===== src/rtl/wdg_pkg.sv =====
package wdg_pkg;
    typedef enum logic {
        ST_IDLE = 1'b0,
        ST_CMP  = 1'b1
    } wdg_state_t;
endpackage


===== src/rtl/wdg_offset_sat.sv =====
module wdg_offset_sat #(
    parameter int W = 9
) (
    input  logic signed [W-1:0] raw_val,
    input  logic signed [W-1:0] ofs_val,
    output logic signed [W-1:0] cor_val
);
    localparam logic signed [W-1:0] MAX_V = {1'b0, {(W-1){1'b1}}};
    localparam logic signed [W-1:0] MIN_V = {1'b1, {(W-1){1'b0}}};

    logic signed [W:0] wide_diff;

    always_comb begin
        wide_diff = {raw_val[W-1], raw_val} - {ofs_val[W-1], ofs_val};
        if (wide_diff[W] != wide_diff[W-1]) begin
            cor_val = wide_diff[W] ? MIN_V : MAX_V;
        end else begin
            cor_val = wide_diff[W-1:0];
        end
    end
endmodule


===== src/rtl/wdg_limit_cmp.sv =====
module wdg_limit_cmp #(
    parameter int MAG_W = 8
) (
    input  logic signed [MAG_W:0]   cor_smp,
    input  logic        [MAG_W+1:0] lim_word,
    output logic                    fire
);
    localparam int SW = MAG_W + 1;

    logic              dir_above;
    logic              lim_neg;
    logic signed [SW-1:0] lim_mag;
    logic signed [SW-1:0] lim_val;

    always_comb begin
        dir_above = lim_word[MAG_W+1];
        lim_neg   = lim_word[MAG_W];
        lim_mag   = {1'b0, lim_word[MAG_W-1:0]};
        lim_val   = lim_neg ? -lim_mag : lim_mag;
        fire      = dir_above ? (cor_smp > lim_val) : (cor_smp < lim_val);
    end
endmodule


===== src/rtl/wdg_window_top.sv =====
module wdg_window_top #(
    parameter int MAG_W = 8,
    localparam int SW = MAG_W + 1,
    localparam int LW = MAG_W + 2
) (
    input  logic          clk,
    input  logic          rst_n,
    input  logic          smp_valid,
    input  logic [SW-1:0] smp_data,
    input  logic [SW-1:0] ofs_coef,
    input  logic [LW-1:0] lim_a_word,
    input  logic [LW-1:0] lim_b_word,
    input  logic [1:0]    stat_clr,
    output logic [1:0]    stat_hit,
    output logic          irq
);
    import wdg_pkg::*;

    localparam int NLIM = 2;

    wdg_state_t             state_q, state_d;
    logic signed [SW-1:0]   cor_now;
    logic signed [SW-1:0]   cor_q;
    logic [NLIM-1:0]        cmp_fire;
    logic                   cmp_active;
    logic [LW-1:0]          lim_words [NLIM];

    assign lim_words[0] = lim_a_word;
    assign lim_words[1] = lim_b_word;

    wdg_offset_sat #(.W(SW)) u_sat (
        .raw_val (smp_data),
        .ofs_val (ofs_coef),
        .cor_val (cor_now)
    );

    always_ff @(posedge clk) begin
        if (!rst_n) begin
            cor_q <= '0;
        end else if (smp_valid) begin
            cor_q <= cor_now;
        end
    end

    for (genvar g = 0; g < NLIM; g++) begin : g_lim
        wdg_limit_cmp #(.MAG_W(MAG_W)) u_cmp (
            .cor_smp  (cor_q),
            .lim_word (lim_words[g]),
            .fire     (cmp_fire[g])
        );
    end

    // state register
    always_ff @(posedge clk) begin
        if (!rst_n) begin
            state_q <= ST_IDLE;
        end else begin
            state_q <= state_d;
        end
    end

    always_comb begin
        state_d = state_q;
        unique case (state_q)
            ST_IDLE: if (smp_valid) state_d = ST_CMP;
            ST_CMP:  state_d = smp_valid ? ST_CMP : ST_IDLE;
            default: state_d = ST_IDLE;
        endcase
    end

    assign cmp_active = (state_q == ST_CMP);

    // outputs: sticky status, set wins over clear
    always_ff @(posedge clk) begin
        if (!rst_n) begin
            stat_hit <= '0;
        end else begin
            for (int i = 0; i < NLIM; i++) begin
                if (cmp_active && cmp_fire[i]) begin
                    stat_hit[i] <= 1'b1;
                end else if (stat_clr[i]) begin
                    stat_hit[i] <= 1'b0;
                end
            end
        end
    end

    assign irq = |stat_hit;
endmodule


===== config.mk =====
export PLATFORM = sky130hd
export DESIGN_NAME = wdg_window_top
export DESIGN_NICKNAME = d
export VERILOG_FILES = /design/src/rtl/wdg_pkg.sv /design/src/rtl/wdg_offset_sat.sv /design/src/rtl/wdg_limit_cmp.sv /design/src/rtl/wdg_window_top.sv
export SDC_FILE = /design/constraint.sdc
export NUM_CORES = 1
export LEC_CHECK = 0
export BUFFER_PORTS_ARGS = -buffer_cell sky130_fd_sc_hd__buf_2
export CAP_MARGIN = 20
export CORE_MARGIN = 8
export CORE_UTILIZATION = 58
export DETAILED_ROUTE_END_ITERATION = 10
export PLACE_DENSITY = 0.87
export SYNTH_ARGS = -nofsm -noshare
export SYNTH_HDL_FRONTEND = slang
export SYNTH_SLANG_ARGS = --single-unit

===== constraint.sdc =====
create_clock -name clk -period 7.1 [get_ports clk]
set_input_delay 1.42 -clock clk [delete_from_list [all_inputs] [get_ports clk]]
set_output_delay 1.42 -clock clk [all_outputs]
set_load 0.05 [all_outputs]

==> out/summary.txt, run 1 <==
STATUS
----------------------------------------------------------------------------------------
Result of the run ......................................................... finished clean

STA
----------------------------------------------------------------------------------------
Final hold violation count ................................................            0
Period Utilization, post-route ............................................        48.1%
Transition time of the tightest slew-check pin ............................     0.527 ns
Unrepaired setup endpoints after global routing ...........................        false
Worst slew margin relative to its limit ...................................        64.7%
F_max .....................................................................      293 MHz
Sum Neg Setup Slack .......................................................         0 ns
Fin crit period ...........................................................      3.41 ns
Count of pins over their slew limit .......................................            0
Setup-violating endpoint count in the final report ........................            0
Maximum clock skew at final layout ........................................  0.000896 ns

SYNTH
----------------------------------------------------------------------------------------
EDFF count, synth .........................................................            0
Sequential fraction of the synthesis area .................................        13.8%
Post-Synthesis Net Count ..................................................          288
Mean instance size in the synthesized netlist .............................    8.12 um^2
Share of synthesized registers carrying an async set or reset .............           0%
Cell Area, Synth ..........................................................    1750 um^2
Flops & latches, synth ....................................................           12
Number of library cell types mapped by synthesis ..........................           49
Prevailing post-synth register cell ....................................... sky130_fd_sc_hd__dfxtp_1
Number of standard cells after synthesis ..................................          215
Synth Warn # ..............................................................            0

FINAL LAYOUT
----------------------------------------------------------------------------------------
Filler instances ..........................................................          263
Area Overhead vs Synth ....................................................        15.8%
Sequential cell area ......................................................     240 um^2
Footprint of the multi-input gates ........................................    1420 um^2
Diode insertion count for antenna repair ..................................            0
Number of nets in the layout ..............................................          333
Post-route insts no fill ..................................................          292
Ratio of cells with drive above 1 in the final layout .....................        23.6%

DRT
----------------------------------------------------------------------------------------
Total DRC errors in the routed layout .....................................            0
Drt first pass iters ......................................................            4
Via count .................................................................         1712
Post-DRT Antenna Nets .....................................................            0
Violation count after the first detailed-routing iteration ................           75
Total Routed Length .......................................................      3930 um
Via-per-instance ratio ....................................................         5.86
Routed wire per std cell ..................................................      13.5 um

GRT
----------------------------------------------------------------------------------------
Initial antenna violation count ...........................................            0
Global-route congestion overflow total ....................................            0
Wire length of the first global-routing pass ..............................      6450 um
Vias in the first global route ............................................         1591
Maximum number of pins on one net before global-route repair ..............           14
Overall global routing resource usage .....................................        15.1%

CRITICAL PATH
----------------------------------------------------------------------------------------
Data required time of the worst path ......................................      7.26 ns
Worst R2R Setup Slack .....................................................      5.32 ns
Worst r2r dst ............................................................. stat_hit[0]$_SDFFE_PN0P_
Category of cells accounting for the largest share of critical-path delay . compound AO/OA/AOI/OAI gates
Critical Setup Path Class .................................................    in -> reg
Reg-to-reg startpoint ..................................................... cor_q[1]$_SDFFE_PN0P_
Cells traversed along the worst timing path ............................... buf_2 -> or3_1 -> o21ai_0 -> xor2_1 -> ha_1 -> a21o_1 -> a311oi_1 -> o21ai_0 -> mux2i_1 -> a41o_1
CP Buf/Inv Count ..........................................................            1
Data arrival time at the worst-slack endpoint .............................      3.58 ns
Highest-delay cell along the critical path ................................ sky130_fd_sc_hd__or3_1
Most frequent cell on the critical path ................................... sky130_fd_sc_hd__o21ai_0
Largest incremental delay on the critical path ............................      0.40 ns
Startpoint kind of the worst setup timing path ............................ primary input
Worst Reg2Reg Path Length in Cells ........................................            7
Biggest fanout along the worst timing path ................................            3
Type of destination of the critical path ..................................         flop

CTS
----------------------------------------------------------------------------------------
CTS tree ..................................................................          yes
Clock Tree Buf Depth ......................................................            2
Number of CTS-inserted buffers ............................................            3
CTS sink cnt ..............................................................           12
Clock insertion delay at the later pin of the skew report .................      0.27 ns
Number of gates given a new drive strength after cts ......................            0
Number of setup buffers added after CTS ...................................            0
CTS clock-pin slew for the worst setup and hold paths .....................      0.07 ns
CTS Root Cell ............................................................. sky130_fd_sc_hd__clkbuf_4
Hold buffers post-CTS .....................................................            0
H-tree levels .............................................................            1

WORST HOLD PATH
----------------------------------------------------------------------------------------
Startpoint of the most critical hold path ................................. cor_q[0]$_SDFFE_PN0P_
End point of the most critical hold path .................................. cor_q[0]$_SDFFE_PN0P_
Instance count along the most critical hold path ..........................            2
Worst hold path type ......................................................   reg -> reg

PWR
----------------------------------------------------------------------------------------
Share of total power in sequential cells ..................................        29.0%
NetSw .....................................................................   0.000112 W
Power density over the cells ..............................................  142 nW/um^2
Switch share ..............................................................        39.0%
Power share of the clock group ............................................        18.4%
Internal power ............................................................   0.000175 W
Portion of total power attributed to combinational logic ..................        52.6%
Max rail drop VDD .........................................................      69.8 uV
Static power due to leakage ...............................................     0.991 nW

PLACE
----------------------------------------------------------------------------------------
Post-DP HPWL ..............................................................      3350 um
Cell total after placement ................................................          288
Final GP Congestion .......................................................        0.809
# port buffers ............................................................           45

DIE
----------------------------------------------------------------------------------------
Placement row count .......................................................           20
Placeable core region .....................................................    2950 um^2
I/O pins ..................................................................           46
Initial core utilization ..................................................        59.1%
DIE AREA ..................................................................    5020 um^2
Width of the die ..........................................................      70.9 um
Die height ................................................................      70.9 um

JOB
----------------------------------------------------------------------------------------
Number of max-cap violations ..............................................            0

registers in the layout, summed over array words and instances, names as in the netlist:
name	flops
stat_hit	2
cmp_active	1
cor_q	9
through the flow:
step	utilization, %	area [um^2]	worst slack (ns)	power, W	hold slack, ns
after floorplan	-	1750	3.66	0.000197	0.425
after global placement	67.2	1990	3.47	0.000230	0.439
after detailed placement	67.2	1990	3.43	0.000235	0.446
after CTS	68.5	2020	3.69	0.000289	0.456
after global routing	68.5	2020	3.52	0.000310	0.492
final	68.5	2020	3.69	0.000287	0.454
worst reg2reg max path, stage by stage (launching register included):
cell                       delay [ns]
sky130_fd_sc_hd__dfxtp_1         0.35
sky130_fd_sc_hd__ha_1            0.31
sky130_fd_sc_hd__nor2b_1         0.13
sky130_fd_sc_hd__o21bai_1        0.13
sky130_fd_sc_hd__a211oi_1        0.08
sky130_fd_sc_hd__nor4_1          0.21
sky130_fd_sc_hd__mux2_2          0.36
sky130_fd_sc_hd__o21ai_0         0.14
cell type report:
type                       count  area share, %
timing repair buffer          45           11.1
clock buffer                   4           1.79
inverter                      17           3.16
multi-input combinational    181           70.0
sequential                    12           11.9
tap                           33           2.04
synth_stat cells (all sizes together) (2+ instances only):
cell type / instances / area [um^2]
a211o: 4 / 35.0
a211oi: 3 / 22.5
a21o: 2 / 16.3
a21oi: 12 / 63.8
a311oi: 3 / 26.3
a31oi: 2 / 18.8
clkbuf: 4 / 15.0
dfxtp: 12 / 240
ha: 29 / 363
inv: 17 / 63.8
maj3: 4 / 40.0
mux2i: 4 / 40.0
nand2: 14 / 52.6
nand2b: 5 / 31.3
nand3: 4 / 20.0
nand3b: 2 / 15.0
nand4: 3 / 18.8
nor2: 8 / 30.0
nor2b: 6 / 37.5
nor3: 2 / 10.0
nor3b: 2 / 15.0
nor4: 3 / 18.8
o211ai: 2 / 15.0
o21ai: 19 / 95.1
o21bai: 2 / 26.3
o31a: 3 / 28.8
o31ai: 7 / 52.6
o41ai: 2 / 17.5
or2: 3 / 18.8
or3: 6 / 38.8
or4: 2 / 16.3
xnor2: 5 / 43.8
xor2: 13 / 133
power by group through the flow:
| stage | registers [W] | logic, W | clock network, W |
|---|---|---|---|
| 6_report | 0.0000834 | 0.000151 | 0.0000527 |
| 2_1_floorplan | 0.0000840 | 0.000113 | 0 |
| 5_1_grt | 0.0000842 | 0.000169 | 0.0000574 |
| 3_5_place_dp | 0.0000851 | 0.000150 | 0 |
| 4_1_cts | 0.0000835 | 0.000152 | 0.0000535 |
| 3_3_place_gp | 0.0000845 | 0.000145 | 0 |
how the worst max path moves through the flow:
stage                        from                       end  slack (ns)  depth (start not counted)
floorplan           lim_a_word[6]  stat_hit[0]$_SDFFE_PN0P_        3.66                          9
global placement    lim_b_word[5]  stat_hit[1]$_SDFFE_PN0P_        3.47                         10
detailed placement  lim_b_word[5]  stat_hit[1]$_SDFFE_PN0P_        3.43                         10
CTS                 lim_b_word[5]  stat_hit[1]$_SDFFE_PN0P_        3.69                         10
global route        lim_a_word[4]  stat_hit[0]$_SDFFE_PN0P_        3.52                         10
finish              lim_b_word[5]  stat_hit[1]$_SDFFE_PN0P_        3.69                         10
cells in the final DEF, fill, tap and decap left out, types with 5 or more instances in the layout:
master	netlist	routed
sky130_fd_sc_hd__nand2b_1	5	5
sky130_fd_sc_hd__a21oi_1	11	11
sky130_fd_sc_hd__xnor2_1	5	5
sky130_fd_sc_hd__dfxtp_1	12	12
sky130_fd_sc_hd__buf_2	0	45
sky130_fd_sc_hd__nand2_1	14	14
sky130_fd_sc_hd__nor2b_1	6	6
sky130_fd_sc_hd__or3_1	5	5
sky130_fd_sc_hd__ha_1	29	29
sky130_fd_sc_hd__inv_1	17	17
sky130_fd_sc_hd__nor2_1	8	8
sky130_fd_sc_hd__o21ai_0	17	17
sky130_fd_sc_hd__o31ai_1	7	7
sky130_fd_sc_hd__xor2_1	12	12
layer usage:
layer	global-route usage, %	part of all wire [%]
met5	0	0
met4	5.08	1.1
met3	3.25	6.0
met2	27.3	50
met1	16.8	43
cell families (layout without fill, tap and decap cells):
family / count (synthesis) / after routing / synth area share (%)
buffers and inverters: 22 / 66 / 5.16
flip-flops: 12 / 12 / 13.8
XOR/XNOR: 18 / 18 / 10.1
AO/OA/AOI/OAI: 63 / 63 / 24.9
adder cells (fa/ha/maj): 34 / 34 / 24.2
multiplexers: 5 / 5 / 2.94
AND/OR/NAND/NOR: 61 / 61 / 18.9
Note: power is estimated with default switching activity, not from simulation.
==> run 2: changes to the inputs <==
--- a/config.mk
+++ b/config.mk
@@ -8,9 +8,9 @@
 export BUFFER_PORTS_ARGS = -buffer_cell sky130_fd_sc_hd__buf_2
 export CAP_MARGIN = 20
 export CORE_MARGIN = 8
-export CORE_UTILIZATION = 58
+export CORE_UTILIZATION = 48
 export DETAILED_ROUTE_END_ITERATION = 10
-export PLACE_DENSITY = 0.87
+export PLACE_DENSITY = 0.77
 export SYNTH_ARGS = -nofsm -noshare
 export SYNTH_HDL_FRONTEND = slang
 export SYNTH_SLANG_ARGS = --single-unit
==> constraint.sdc (replaced) <==
create_clock -name clk -period 3 [get_ports clk]
set_input_delay 0.6 -clock clk [delete_from_list [all_inputs] [get_ports clk]]
set_output_delay 0.6 -clock clk [all_outputs]
set_load 0.05 [all_outputs]
==> out/summary.txt, run 2 (synthesis results as in run 1) <==
CTS
-------------------------------------------------------------------------------------
CTS tree ...............................................................          yes
Number of setup buffers added after CTS ................................            0   unchanged
Number of CTS-inserted buffers .........................................            3   unchanged
Number of gates given a new drive strength after cts ...................            0   unchanged
CTS clock-pin slew for the worst setup and hold paths ..................      0.08 ns   about the same
CTS sink cnt ...........................................................           12   unchanged
CTS Root Cell .......................................................... sky130_fd_sc_hd__clkbuf_4
Clock insertion delay at the later pin of the skew report ..............      0.28 ns   about the same
Hold buffers post-CTS ..................................................            0   unchanged
Clock Tree Buf Depth ...................................................            2   unchanged
H-tree levels ..........................................................            1   unchanged

DRT
-------------------------------------------------------------------------------------
Post-DRT Antenna Nets ..................................................            0   unchanged
Total DRC errors in the routed layout ..................................            0   unchanged
Met1 WL ................................................................      1820 um   +7.3%
Top routing layer in use ...............................................         met4
Via-per-instance ratio .................................................         5.50   -6.1%
Total length of routed met2 wires ......................................      1770 um   -9.3%
Detailed route wirelength on metal3 ....................................       201 um   -14%
Violation count after the first detailed-routing iteration .............           50   -33%
Via count ..............................................................         1695   -0.99%
Total Routed Length ....................................................      3840 um   -2.3%
Drt first pass iters ...................................................            4   unchanged
Routed wire per std cell ...............................................      12.5 um   -7.4%

PLACE
-------------------------------------------------------------------------------------
Final GP Congestion ....................................................        0.793   -2.0%
Post-DP HPWL ...........................................................      3270 um   -2.3%
Total cell area at the placement stage .................................    2010 um^2   +1.3%
# port buffers .........................................................           45   unchanged

CRITICAL PATH
-------------------------------------------------------------------------------------
Data required time of the worst path ...................................      3.21 ns   -4.05 ns
Biggest fanout along the worst timing path .............................            2   -1
Startpoint kind of the worst setup timing path ......................... primary input
Worst R2R Setup Slack ..................................................      1.21 ns   -4.11 ns
Type of destination of the critical path ...............................         flop
Data arrival time at the worst-slack endpoint ..........................      2.81 ns   -0.77 ns
Critical Setup Path Class ..............................................    in -> reg

STA
-------------------------------------------------------------------------------------
Sum Neg Setup Slack ....................................................         0 ns   unchanged
Transition time of the tightest slew-check pin .........................     0.338 ns   -0.189 ns
F_max ..................................................................      385 MHz
Worst slew margin relative to its limit ................................        77.2%   +12 points
Setup-violating endpoint count in the final report .....................            0   unchanged
Count of pins over their slew limit ....................................            0   unchanged
Maximum clock skew at final layout .....................................    0.0101 ns   +0.00925 ns
Unrepaired setup endpoints after global routing ........................        false
Final hold violation count .............................................            0   unchanged
Period Utilization, post-route .........................................        86.7%
Fin crit period ........................................................      2.60 ns

FINAL LAYOUT
-------------------------------------------------------------------------------------
Most frequent standard cell in the layout excluding fill and tap cells . sky130_fd_sc_hd__buf_2
Number of nets in the layout ...........................................          334   +0.30%
Area Overhead vs Synth .................................................        17.3%
Ratio of cells with drive above 1 in the final layout ..................        23.8%   +0.29 points
Max FFs per register ...................................................            9   unchanged
Top library cells by usage in the layout, fill and taps aside .......... sky130_fd_sc_hd__buf_2 (45), sky130_fd_sc_hd__ha_1 (29), sky130_fd_sc_hd__inv_1 (17), sky130_fd_sc_hd__o21ai_0 (17), sky130_fd_sc_hd__nand2_1 (14)
Largest Register .......................................................        cor_q
Diode insertion count for antenna repair ...............................            0   unchanged
Summed area of non-filler cells in the final layout ....................    2050 um^2   +1.3%

PWR
-------------------------------------------------------------------------------------
Share of total power in sequential cells ...............................        28.9%   about the same
Internal power .........................................................   0.000417 W   +140%
Switch share ...........................................................        38.9%   -0.073 points
Power density over the cells ...........................................  333 nW/um^2   +130%
NetSw ..................................................................   0.000265 W   +140%
Portion of total power attributed to combinational logic ...............        52.2%   -0.4 points
Max rail drop VDD ......................................................       133 uV   +91%
Static power due to leakage ............................................     0.996 nW   +0.49%
Power share of the clock group .........................................        18.9%   +0.5 points

GRT
-------------------------------------------------------------------------------------
Global-route congestion overflow total .................................            0   unchanged
Overall global routing resource usage ..................................        13.0%   -2.1 points
Vias in the first global route .........................................         1623   +2.0%
Maximum number of pins on one net before global-route repair ...........           14   unchanged
Wire length of the first global-routing pass ...........................      6660 um   +3.2%
Initial antenna violation count ........................................            0   unchanged

WORST HOLD PATH
-------------------------------------------------------------------------------------
Worst hold path type ...................................................   reg -> reg

DIE
-------------------------------------------------------------------------------------
Width of the die .......................................................      76.3 um   +7.7%
Initial core utilization ...............................................        48.8%   -10 points
DIE AREA ...............................................................    5820 um^2   +16%
Placement row count ....................................................           22   +10%
Placeable core region ..................................................    3580 um^2   +21%
I/O pins ...............................................................           46   unchanged
Die height .............................................................      76.3 um   +7.7%

JOB
-------------------------------------------------------------------------------------
Number of max-cap violations ...........................................            0   unchanged

STATUS
-------------------------------------------------------------------------------------
Result of the run ...................................................... finished clean

## run 2: changes by cell type in the layout (fill, tap and decap cells not counted)
| cell | before | now |
|---|---|---|
| sky130_fd_sc_hd__buf_4 | 0 | 1 |
## run 2: cell type report
class	count	area [um^2]
Tap cell	48	60.1
Timing Repair Buffer	46	233
Multi-Input combinational cell	181	1420
Inverter	17	63.8
Fill cell	364	1530
Sequential cell	12	240
Clock buffer	4	36.3
## run 2: path summary, 6_finish.rpt
path	start	endpoint	cells past startpoint
min	cor_q[0]$_SDFFE_PN0P_	cor_q[0]$_SDFFE_PN0P_	2
max reg2reg	cor_q[1]$_SDFFE_PN0P_	stat_hit[0]$_SDFFE_PN0P_	7
min reg2reg	cor_q[0]$_SDFFE_PN0P_	cor_q[0]$_SDFFE_PN0P_	2
max	lim_a_word[6]	stat_hit[0]$_SDFFE_PN0P_	10
## run 2: worst max-delay path, cell delays in order
cell,delay (ns)
sky130_fd_sc_hd__buf_2,0.11
sky130_fd_sc_hd__or4_1,0.53
sky130_fd_sc_hd__o21ai_0,0.20
sky130_fd_sc_hd__xor2_1,0.18
sky130_fd_sc_hd__ha_1,0.26
sky130_fd_sc_hd__nand4_1,0.12
sky130_fd_sc_hd__a211oi_1,0.07
sky130_fd_sc_hd__nor4_1,0.23
sky130_fd_sc_hd__mux2_2,0.37
sky130_fd_sc_hd__o21ai_0,0.14
## run 2: power by group through the flow
stage                     Sequential, W  Combinational (W)  Clock, W
after floorplan                0.000199           0.000267         0
after global placement         0.000200           0.000348         0
after detailed placement       0.000201           0.000357         0
after CTS                      0.000197           0.000359  0.000130
after global routing           0.000199           0.000405  0.000137
final                          0.000197           0.000356  0.000129
## run 2: layer usage
layer / up-vias / track usage (%)
li1: 888 / -
met3: 4 / 3.07
met4: 0 / 4.04
met1: 764 / 15.0
met2: 39 / 22.9
met5: - / 0
## run 2: metrics by stage
step,cells,setup WS [ns],hold WS (ns),power [W],utilization (%)
finish,308,0.400,0.456,0.000683,57.2
global route,308,0.203,0.492,0.000741,57.2
CTS,308,0.383,0.458,0.000687,57.2
detailed placement,304,0.0956,0.447,0.000558,56.2
global placement,304,0.159,0.445,0.000548,56.2
floorplan,215,0.382,0.425,0.000466,-
